$ cat src/rtl/dmastat_pkg.sv
package dmastat_pkg;

    // Register window offsets (byte addresses of aligned words)
    localparam int CTRL_OFS       = 0;
    localparam int PTR_OFS        = 4;

    // Field positions inside the control word
    localparam int CMD_LANE       = 0;
    localparam int STS_LANE       = 2;
    localparam int CMD_START_BIT  = 0;
    localparam int STS_ACT_BIT    = 16;
    localparam int STS_ERR_BIT    = 17;
    localparam int STS_IRQ_BIT    = 18;

    // Pointer alignment
    localparam int PTR_ALIGN_BITS = 2;

    // Sticky flag indices
    localparam int FLAG_ERR       = 0;
    localparam int FLAG_IRQ       = 1;
    localparam int NUM_FLAGS      = 2;

    typedef enum logic {
        CH_IDLE,
        CH_BUSY
    } chan_state_t;

    typedef enum logic {
        LINE_LOW,
        LINE_HIGH
    } line_state_t;

endpackage

$ cat src/rtl/dmastat_irq_detect.sv
module dmastat_irq_detect
    import dmastat_pkg::*;
#(
    parameter int SYNC_STAGES = 2
) (
    input  logic clk,
    input  logic rst_n,
    input  logic irq_line,
    output logic irq_rise
);

    logic [SYNC_STAGES-1:0] sync_q;
    logic                   line_s;
    line_state_t            state_q;
    line_state_t            state_d;

    // Synchronizer chain for the asynchronous device line
    always_ff @(posedge clk or negedge rst_n) begin
        if (!rst_n) begin
            sync_q <= '0;
        end else begin
            sync_q <= {sync_q[SYNC_STAGES-2:0], irq_line};
        end
    end

    assign line_s = sync_q[SYNC_STAGES-1];

    // State register
    always_ff @(posedge clk or negedge rst_n) begin
        if (!rst_n) begin
            state_q <= LINE_LOW;
        end else begin
            state_q <= state_d;
        end
    end

    // Transitions and outputs: ARM (low->high, emits rise), DISARM (high->low)
    always_comb begin
        state_d  = state_q;
        irq_rise = 1'b0;
        unique case (state_q)
            LINE_LOW: begin
                if (line_s) begin
                    state_d  = LINE_HIGH;
                    irq_rise = 1'b1;
                end
            end
            LINE_HIGH: begin
                if (!line_s) begin
                    state_d = LINE_LOW;
                end
            end
            default: state_d = LINE_LOW;
        endcase
    end

    // A held-high line yields one rise only
    assert_rise_single_R3: assert property (@(posedge clk) disable iff (!rst_n)
        irq_rise |=> !irq_rise);

    // A rise needs the synchronized line to have been low one edge earlier
    assert_rise_from_low_R2: assert property (@(posedge clk) disable iff (!rst_n)
        irq_rise |-> !$past(line_s));

endmodule

$ cat src/rtl/dmastat_chan_fsm.sv
module dmastat_chan_fsm
    import dmastat_pkg::*;
(
    input  logic clk,
    input  logic rst_n,
    input  logic cmd_wr,
    input  logic start_wval,
    input  logic eot_done,
    output logic start_bit,
    output logic active
);

    chan_state_t state_q;
    chan_state_t state_d;

    // State register
    always_ff @(posedge clk or negedge rst_n) begin
        if (!rst_n) begin
            state_q <= CH_IDLE;
        end else begin
            state_q <= state_d;
        end
    end

    // Next state: LAUNCH, RELAUNCH, HALT, FINISH
    always_comb begin
        state_d = state_q;
        unique case (state_q)
            CH_IDLE: begin
                if (cmd_wr && start_wval) begin
                    state_d = CH_BUSY;
                end
            end
            CH_BUSY: begin
                if (cmd_wr) begin
                    state_d = start_wval ? CH_BUSY : CH_IDLE;
                end else if (eot_done) begin
                    state_d = CH_IDLE;
                end
            end
            default: state_d = CH_IDLE;
        endcase
    end

    // Outputs
    always_comb begin
        active = (state_q == CH_BUSY);
    end

    // Start bit of the command byte, written by software only
    always_ff @(posedge clk or negedge rst_n) begin
        if (!rst_n) begin
            start_bit <= 1'b0;
        end else if (cmd_wr) begin
            start_bit <= start_wval;
        end
    end

    assert_launch_R7: assert property (@(posedge clk) disable iff (!rst_n)
        (cmd_wr && start_wval) |=> active);

    assert_halt_R8: assert property (@(posedge clk) disable iff (!rst_n)
        (cmd_wr && !start_wval) |=> !active);

    assert_finish_R8: assert property (@(posedge clk) disable iff (!rst_n)
        (active && eot_done && !cmd_wr) |=> !active);

    assert_hold_R9: assert property (@(posedge clk) disable iff (!rst_n)
        (!cmd_wr && !eot_done) |=> $stable(active));

endmodule

$ cat src/rtl/dmastat_flags.sv
module dmastat_flags
    import dmastat_pkg::*;
#(
    parameter int NFLAGS = NUM_FLAGS
) (
    input  logic              clk,
    input  logic              rst_n,
    input  logic [NFLAGS-1:0] set_ev,
    input  logic              sts_wr,
    input  logic [NFLAGS-1:0] clr_req,
    output logic [NFLAGS-1:0] flag_q
);

    for (genvar i = 0; i < NFLAGS; i++) begin : g_flag
        // Sticky write-one-to-clear flag; a set in the same cycle wins
        always_ff @(posedge clk or negedge rst_n) begin
            if (!rst_n) begin
                flag_q[i] <= 1'b0;
            end else if (set_ev[i]) begin
                flag_q[i] <= 1'b1;
            end else if (sts_wr && clr_req[i]) begin
                flag_q[i] <= 1'b0;
            end
        end

        assert_set_wins_R5: assert property (@(posedge clk) disable iff (!rst_n)
            set_ev[i] |=> flag_q[i]);

        assert_w1c_only_R4: assert property (@(posedge clk) disable iff (!rst_n)
            $fell(flag_q[i]) |-> $past(sts_wr && clr_req[i]));
    end

endmodule

$ cat src/rtl/dmastat_ptr_reg.sv
module dmastat_ptr_reg
    import dmastat_pkg::*;
#(
    parameter int DATA_W = 32,
    parameter int ALIGN  = PTR_ALIGN_BITS
) (
    input  logic                    clk,
    input  logic                    wr,
    input  logic [DATA_W/8-1:0]     be,
    input  logic [DATA_W-1:ALIGN]   wdata,
    output logic [DATA_W-1:0]       rd
);

    logic [DATA_W-1:ALIGN] addr_q;

    // Per-bit storage, written under the enable of its byte lane; no reset
    for (genvar b = ALIGN; b < DATA_W; b++) begin : g_bit
        always_ff @(posedge clk) begin
            if (wr && be[b/8]) begin
                addr_q[b] <= wdata[b];
            end
        end
    end

    assign rd = {addr_q, {ALIGN{1'b0}}};

endmodule

$ cat src/rtl/dmastat_regs.sv
module dmastat_regs
    import dmastat_pkg::*;
#(
    parameter int DATA_W      = 32,
    parameter int ADDR_W      = 4,
    parameter int SYNC_STAGES = 2
) (
    input  logic                clk,
    input  logic                rst_n,
    input  logic                host_wr,
    input  logic [ADDR_W-1:0]   host_addr,
    input  logic [DATA_W/8-1:0] host_be,
    input  logic [DATA_W-1:0]   host_wdata,
    output logic [DATA_W-1:0]   host_rdata,
    input  logic                dev_irq,
    input  logic                bus_abort,
    input  logic                eot_done
);

    localparam int LANES = DATA_W / 8;

    logic                 sel_ctrl;
    logic                 sel_ptr;
    logic                 cmd_wr;
    logic                 sts_wr;
    logic                 ptr_wr;
    logic                 irq_rise;
    logic                 start_bit;
    logic                 active;
    logic [NUM_FLAGS-1:0] set_ev;
    logic [NUM_FLAGS-1:0] clr_req;
    logic [NUM_FLAGS-1:0] flag_q;
    logic [DATA_W-1:0]    ptr_rd;
    logic                 unused_wdata;

    // Exact-offset decode; anything else is unmapped
    assign sel_ctrl = (host_addr == ADDR_W'(CTRL_OFS));
    assign sel_ptr  = (host_addr == ADDR_W'(PTR_OFS));
    assign cmd_wr   = host_wr && sel_ctrl && host_be[CMD_LANE];
    assign sts_wr   = host_wr && sel_ctrl && host_be[STS_LANE];
    assign ptr_wr   = host_wr && sel_ptr;

    assign unused_wdata = host_wdata[1];

    dmastat_irq_detect #(
        .SYNC_STAGES (SYNC_STAGES)
    ) u_irq (
        .clk      (clk),
        .rst_n    (rst_n),
        .irq_line (dev_irq),
        .irq_rise (irq_rise)
    );

    dmastat_chan_fsm u_chan (
        .clk        (clk),
        .rst_n      (rst_n),
        .cmd_wr     (cmd_wr),
        .start_wval (host_wdata[CMD_START_BIT]),
        .eot_done   (eot_done),
        .start_bit  (start_bit),
        .active     (active)
    );

    always_comb begin
        set_ev            = '0;
        clr_req           = '0;
        set_ev[FLAG_ERR]  = bus_abort;
        set_ev[FLAG_IRQ]  = irq_rise;
        clr_req[FLAG_ERR] = host_wdata[STS_ERR_BIT];
        clr_req[FLAG_IRQ] = host_wdata[STS_IRQ_BIT];
    end

    dmastat_flags #(
        .NFLAGS (NUM_FLAGS)
    ) u_flags (
        .clk     (clk),
        .rst_n   (rst_n),
        .set_ev  (set_ev),
        .sts_wr  (sts_wr),
        .clr_req (clr_req),
        .flag_q  (flag_q)
    );

    dmastat_ptr_reg #(
        .DATA_W (DATA_W),
        .ALIGN  (PTR_ALIGN_BITS)
    ) u_ptr (
        .clk   (clk),
        .wr    (ptr_wr),
        .be    (host_be[LANES-1:0]),
        .wdata (host_wdata[DATA_W-1:PTR_ALIGN_BITS]),
        .rd    (ptr_rd)
    );

    // Read mux
    always_comb begin
        host_rdata = '0;
        if (sel_ctrl) begin
            host_rdata[CMD_START_BIT] = start_bit;
            host_rdata[STS_ACT_BIT]   = active;
            host_rdata[STS_ERR_BIT]   = flag_q[FLAG_ERR];
            host_rdata[STS_IRQ_BIT]   = flag_q[FLAG_IRQ];
        end else if (sel_ptr) begin
            host_rdata = ptr_rd;
        end
    end

    assert_ptr_align_R10: assert property (@(posedge clk) disable iff (!rst_n)
        sel_ptr |-> (host_rdata[PTR_ALIGN_BITS-1:0] == '0));

endmodule

$ cat config.mk
export PLATFORM = sky130hd
export DESIGN_NAME = dmastat_regs
export DESIGN_NICKNAME = d
export VERILOG_FILES = /design/src/rtl/dmastat_pkg.sv /design/src/rtl/dmastat_irq_detect.sv /design/src/rtl/dmastat_chan_fsm.sv /design/src/rtl/dmastat_flags.sv /design/src/rtl/dmastat_ptr_reg.sv /design/src/rtl/dmastat_regs.sv
export SDC_FILE = /design/constraint.sdc
export NUM_CORES = 1
export LEC_CHECK = 0
export BUFFER_PORTS_ARGS = -buffer_cell sky130_fd_sc_hd__buf_2
export CORE_ASPECT_RATIO = 0.8
export CORE_MARGIN = 2
export CORE_UTILIZATION = 47
export CTS_CLUSTER_SIZE = 10
export DETAILED_ROUTE_END_ITERATION = 6
export PLACE_DENSITY = 0.93
export SETUP_SLACK_MARGIN = 0.3
export SLEW_MARGIN = 5
export SYNTH_ARGS = -nofsm -noshare
export SYNTH_HDL_FRONTEND = slang
export SYNTH_SLANG_ARGS = --single-unit
$ cat constraint.sdc
create_clock -name clk -period 1.75 [get_ports clk]
set_input_delay 0.35 -clock clk [delete_from_list [all_inputs] [get_ports clk]]
set_output_delay 0.35 -clock clk [all_outputs]
set_load 0.005 [all_outputs]
==> flow_summary.rst <==
.. list-table::
   :header-rows: 1

   * - Metric
     - Value
   * - Category of the worst setup path launch point
     - input port
   * - FF-to-FF setup slack
     - 0.91 ns
   * - Total vias in the final route
     - 1144
   * - Internal power
     - 1.630 mW
   * - Initial Utilization
     - 48.09%
   * - Warnings from Yosys
     - 0
   * - Class of the most critical setup path
     - in2out
   * - Half-perimeter wire length after detailed placement
     - 2.191 mm
   * - Routed length on met2
     - 1.884 mm
   * - Horizontal die dimension
     - 66.13 um
   * - Minimum clock period
     - 1.569 ns
   * - Final standard cell area without fillers
     - 2311 sq um
   * - Number of antenna violations at the first check in global routing
     - 0
   * - Die outline height
     - 53.71 um
   * - Switching part of the total
     - 18.58%
   * - TritonCTS clock tree
     - yes
   * - Drc violations
     - 0
   * - Overall routing resource usage
     - 21.18%
   * - Number of levels in the clock H-tree
     - 2
   * - Worst Setup EP
     - host_rdata[23]
   * - Insertion delay to the later sink of the worst-skew pair
     - 0.28 ns
   * - Overall die area
     - 3552 sq um
   * - Synthesized area per cell
     - 15.78 sq um
   * - Worst slack, placed
     - 0.1040 ns
   * - Largest fanout of any net on the critical path
     - 7
   * - Root buf cell
     - clkbuf_8
   * - Max IR drop VDD
     - 0.001091 V
   * - Routed met1 length
     - 1.571 mm
   * - RSZ-0062 raised after global routing
     - yes
   * - Wire length of the first global-routing pass
     - 5.278 mm
   * - Max-slew violation count
     - 0
   * - First drt pass iteration count
     - 4
   * - Weighted congestion at the end of routability-driven global placement
     - 0.6672
   * - Critical path data required time
     - 1.40 ns
   * - Vias per cell
     - 5.130
   * - Total of buffers placed on input and output ports
     - 75
   * - Boundary pin count
     - 78
   * - Antenna fix cells
     - 0
   * - Uppermost routed layer
     - met4
   * - Worst Skew
     - 0.0008158 ns
   * - Reg power frac
     - 48.8%
   * - Net switching power figure
     - 0.3718 mW
   * - Final Cycle Share
     - 89.66%
   * - Row count
     - 18
   * - Cell depth of the worst flop-to-flop path
     - 2
   * - Sequential-to-total area share from yosys stat
     - 74.14%
   * - Overall power consumption
     - 2.001 mW
   * - Power per cell area
     - 866.0 nW/um^2
   * - Post-synthesis cell count
     - 92
   * - Met3 Wirelength
     - 290 um
   * - Clock tree buffer depth
     - 2
   * - Routed WL
     - 3.848 mm
   * - Clock power share
     - 43.1%
   * - Layout overhead on the synthesized area
     - 59.22%
   * - Count of endpoints failing hold in the final timing report
     - 0
   * - Overflow left after global routing
     - 0
   * - Share of final-layout standard cells stronger than drive strength 1
     - 63.39%
   * - Final count of negative-setup-slack endpoints
     - 0
   * - Count of max-cap constraint violations
     - 0
   * - Cell area after technology mapping
     - 1451 sq um
   * - Worst setup EP type
     - output pin
   * - Worst Setup Slack, final
     - 0.1810 ns
   * - Routed length per placed instance
     - 17.26 um
   * - Synthesis-stage register bit count
     - 37
   * - Clock transition at the registers of the reported paths
     - 0.07 ns
   * - Worst min path class
     - in2reg
   * - Data arrival time of the critical path
     - 1.22 ns
   * - Floorplan Core Area
     - 3018 sq um
   * - Synthesized Nets
     - 138
   * - Highest clock rate
     - 0.6374 GHz
   * - Total clock buffers created by CTS
     - 5
   * - CP startpoint
     - host_addr[3]
   * - Outcome
     - completed
   * - Logic pwr share
     - 8.1%
   * - Cell depth of the worst hold path
     - 1
   * - Violation count after the first detailed-routing iteration
     - 31
   * - Source of the worst register-to-register timing path
     - u_chan.active
   * - Number of nets at the end of the flow
     - 228
   * - TritonCTS sink count
     - 37
   * - Placed cell areas
     - 1877 sq um
   * - Leakage Power
     - 1.112 nW
   * - Number of unique standard cell types used by synthesis
     - 19
   * - Maximum number of pins on one net before global-route repair
     - 28
   * - Number of global-route vias before repair
     - 1097
   * - Reg-to-reg endpoint
     - u_chan.active
   * - Detail Route Antenna Nets
     - 0
   * - Post-Route Setup TNS
     - 0 ns
[stage by stage]
stage	hold WS, ns	cells	utilization (%)
4_1_cts	0.1671	222	74.46
3_5_place_dp	0.1912	204	62.19
2_1_floorplan	0.05441	92	-
3_3_place_gp	0.1834	204	62.19
6_report	0.1687	223	76.58
5_1_grt	0.1664	223	76.58
[layer usage]
| metal | track usage (%) | up-vias |
|---|---|---|
| met5 | 0 | - |
| met4 | 9.184 | 0 |
| met3 | 6.276 | 11 |
| met2 | 35.67 | 57 |
| met1 | 25.76 | 545 |
| li1 | - | 531 |
[sequential cells by signal (all words and copies together) (netlist names)]
| register | flops |
|---|---|
| u_chan.start_bit | 1 |
| u_irq.state_q | 1 |
| u_ptr.rd | 30 |
| u_flags.flag_q | 2 |
| u_chan.active | 1 |
| u_irq.sync_q | 2 |
[kinds of logic (layout without fill, tap and decap cells)]
group	count (synthesis)	in the layout	share of synthesized area, %
buf+inv	7	98	2.069
simple gates	40	40	18.97
flops	37	37	74.14
compound gates	7	7	4.569
other cells	1	1	0.2584
[cell usage in the layout, fill, tap and decap left out]
| cell | n |
|---|---|
| buf_2 | 59 |
| nor2b_1 | 1 |
| nor3_4 | 1 |
| and3_1 | 19 |
| clkbuf_8 | 5 |
| a22o_1 | 1 |
| a21o_1 | 1 |
| conb_1 | 1 |
| buf_4 | 8 |
| clkbuf_16 | 1 |
| dfrtp_1 | 7 |
| and2_4 | 2 |
| buf_8 | 4 |
| clkinv_2 | 1 |
| and3_4 | 8 |
| inv_1 | 1 |
| and3_2 | 4 |
| dlygate4sd3_1 | 1 |
| nand4_1 | 3 |
| a21bo_2 | 1 |
| a21bo_1 | 1 |
| edfxtp_1 | 30 |
| nor4_4 | 1 |
| bufinv_16 | 2 |
| nand3_1 | 1 |
| a22o_4 | 3 |
| buf_6 | 16 |
[worst min path at each step]
stage	start	to	slack [ns]
global route	dev_irq	u_irq.sync_q[0]	0.17
finish	dev_irq	u_irq.sync_q[0]	0.17
detailed placement	rst_n	u_irq.sync_q[1]	0.19
CTS	dev_irq	u_irq.sync_q[0]	0.17
floorplan	rst_n	u_chan.active	0.05
global placement	rst_n	u_flags.flag_q[0]	0.18
[final cells by class]
| cell class | instances | area (sq um) |
|---|---|---|
| sequential | 37 | 1076 |
| clock inverter | 3 | 65.06 |
| inverter | 1 | 3.754 |
| tap | 40 | 50.05 |
| multi-input combinational | 48 | 416.7 |
| clock buffer | 5 | 68.82 |
| fill | 175 | 706.9 |
| timing repair buffer | 89 | 630.6 |
[cells in the mapped netlist, drive strengths merged]
library cell	n	area, sq um
a21bo	2	20.02
a21o	1	7.510
a22o	4	38.79
and2	2	13.77
and3	31	193.9
buf	1	7.510
clkbuf	5	18.77
conb	1	3.750
dfrtp	7	175.2
edfxtp	30	900.9
inv	1	3.750
nand3	1	5.000
nand4	3	18.77
nor2b	1	6.260
nor3	1	16.27
nor4	1	21.27
[power groups by stage]
stage / combinational [mW] / clock (mW) / sequential (mW)
global route: 0.175 / 0.907 / 0.978
global placement: 0.107 / 0 / 0.993
detailed placement: 0.113 / 0 / 0.993
floorplan: 0.0352 / 0 / 0.992
finish: 0.163 / 0.862 / 0.977
CTS: 0.151 / 0.863 / 0.976
[repair_timing]
action,in CTS,in global routing
resized for setup,37,8
pin swaps,9,4
setup buffers,7,0
setup endpoints to repair,31,37
gates cloned,2,1
hold buffers,1,0
endpoints found under the hold margin,7,0
[worst max-delay path, stage by stage]
cell and delay, ns:
buf_8 0.10, nor3_4 0.20, buf_6 0.16, buf_6 0.13, and3_4 0.18, buf_6 0.09
(Power assumes the default switching activity.)
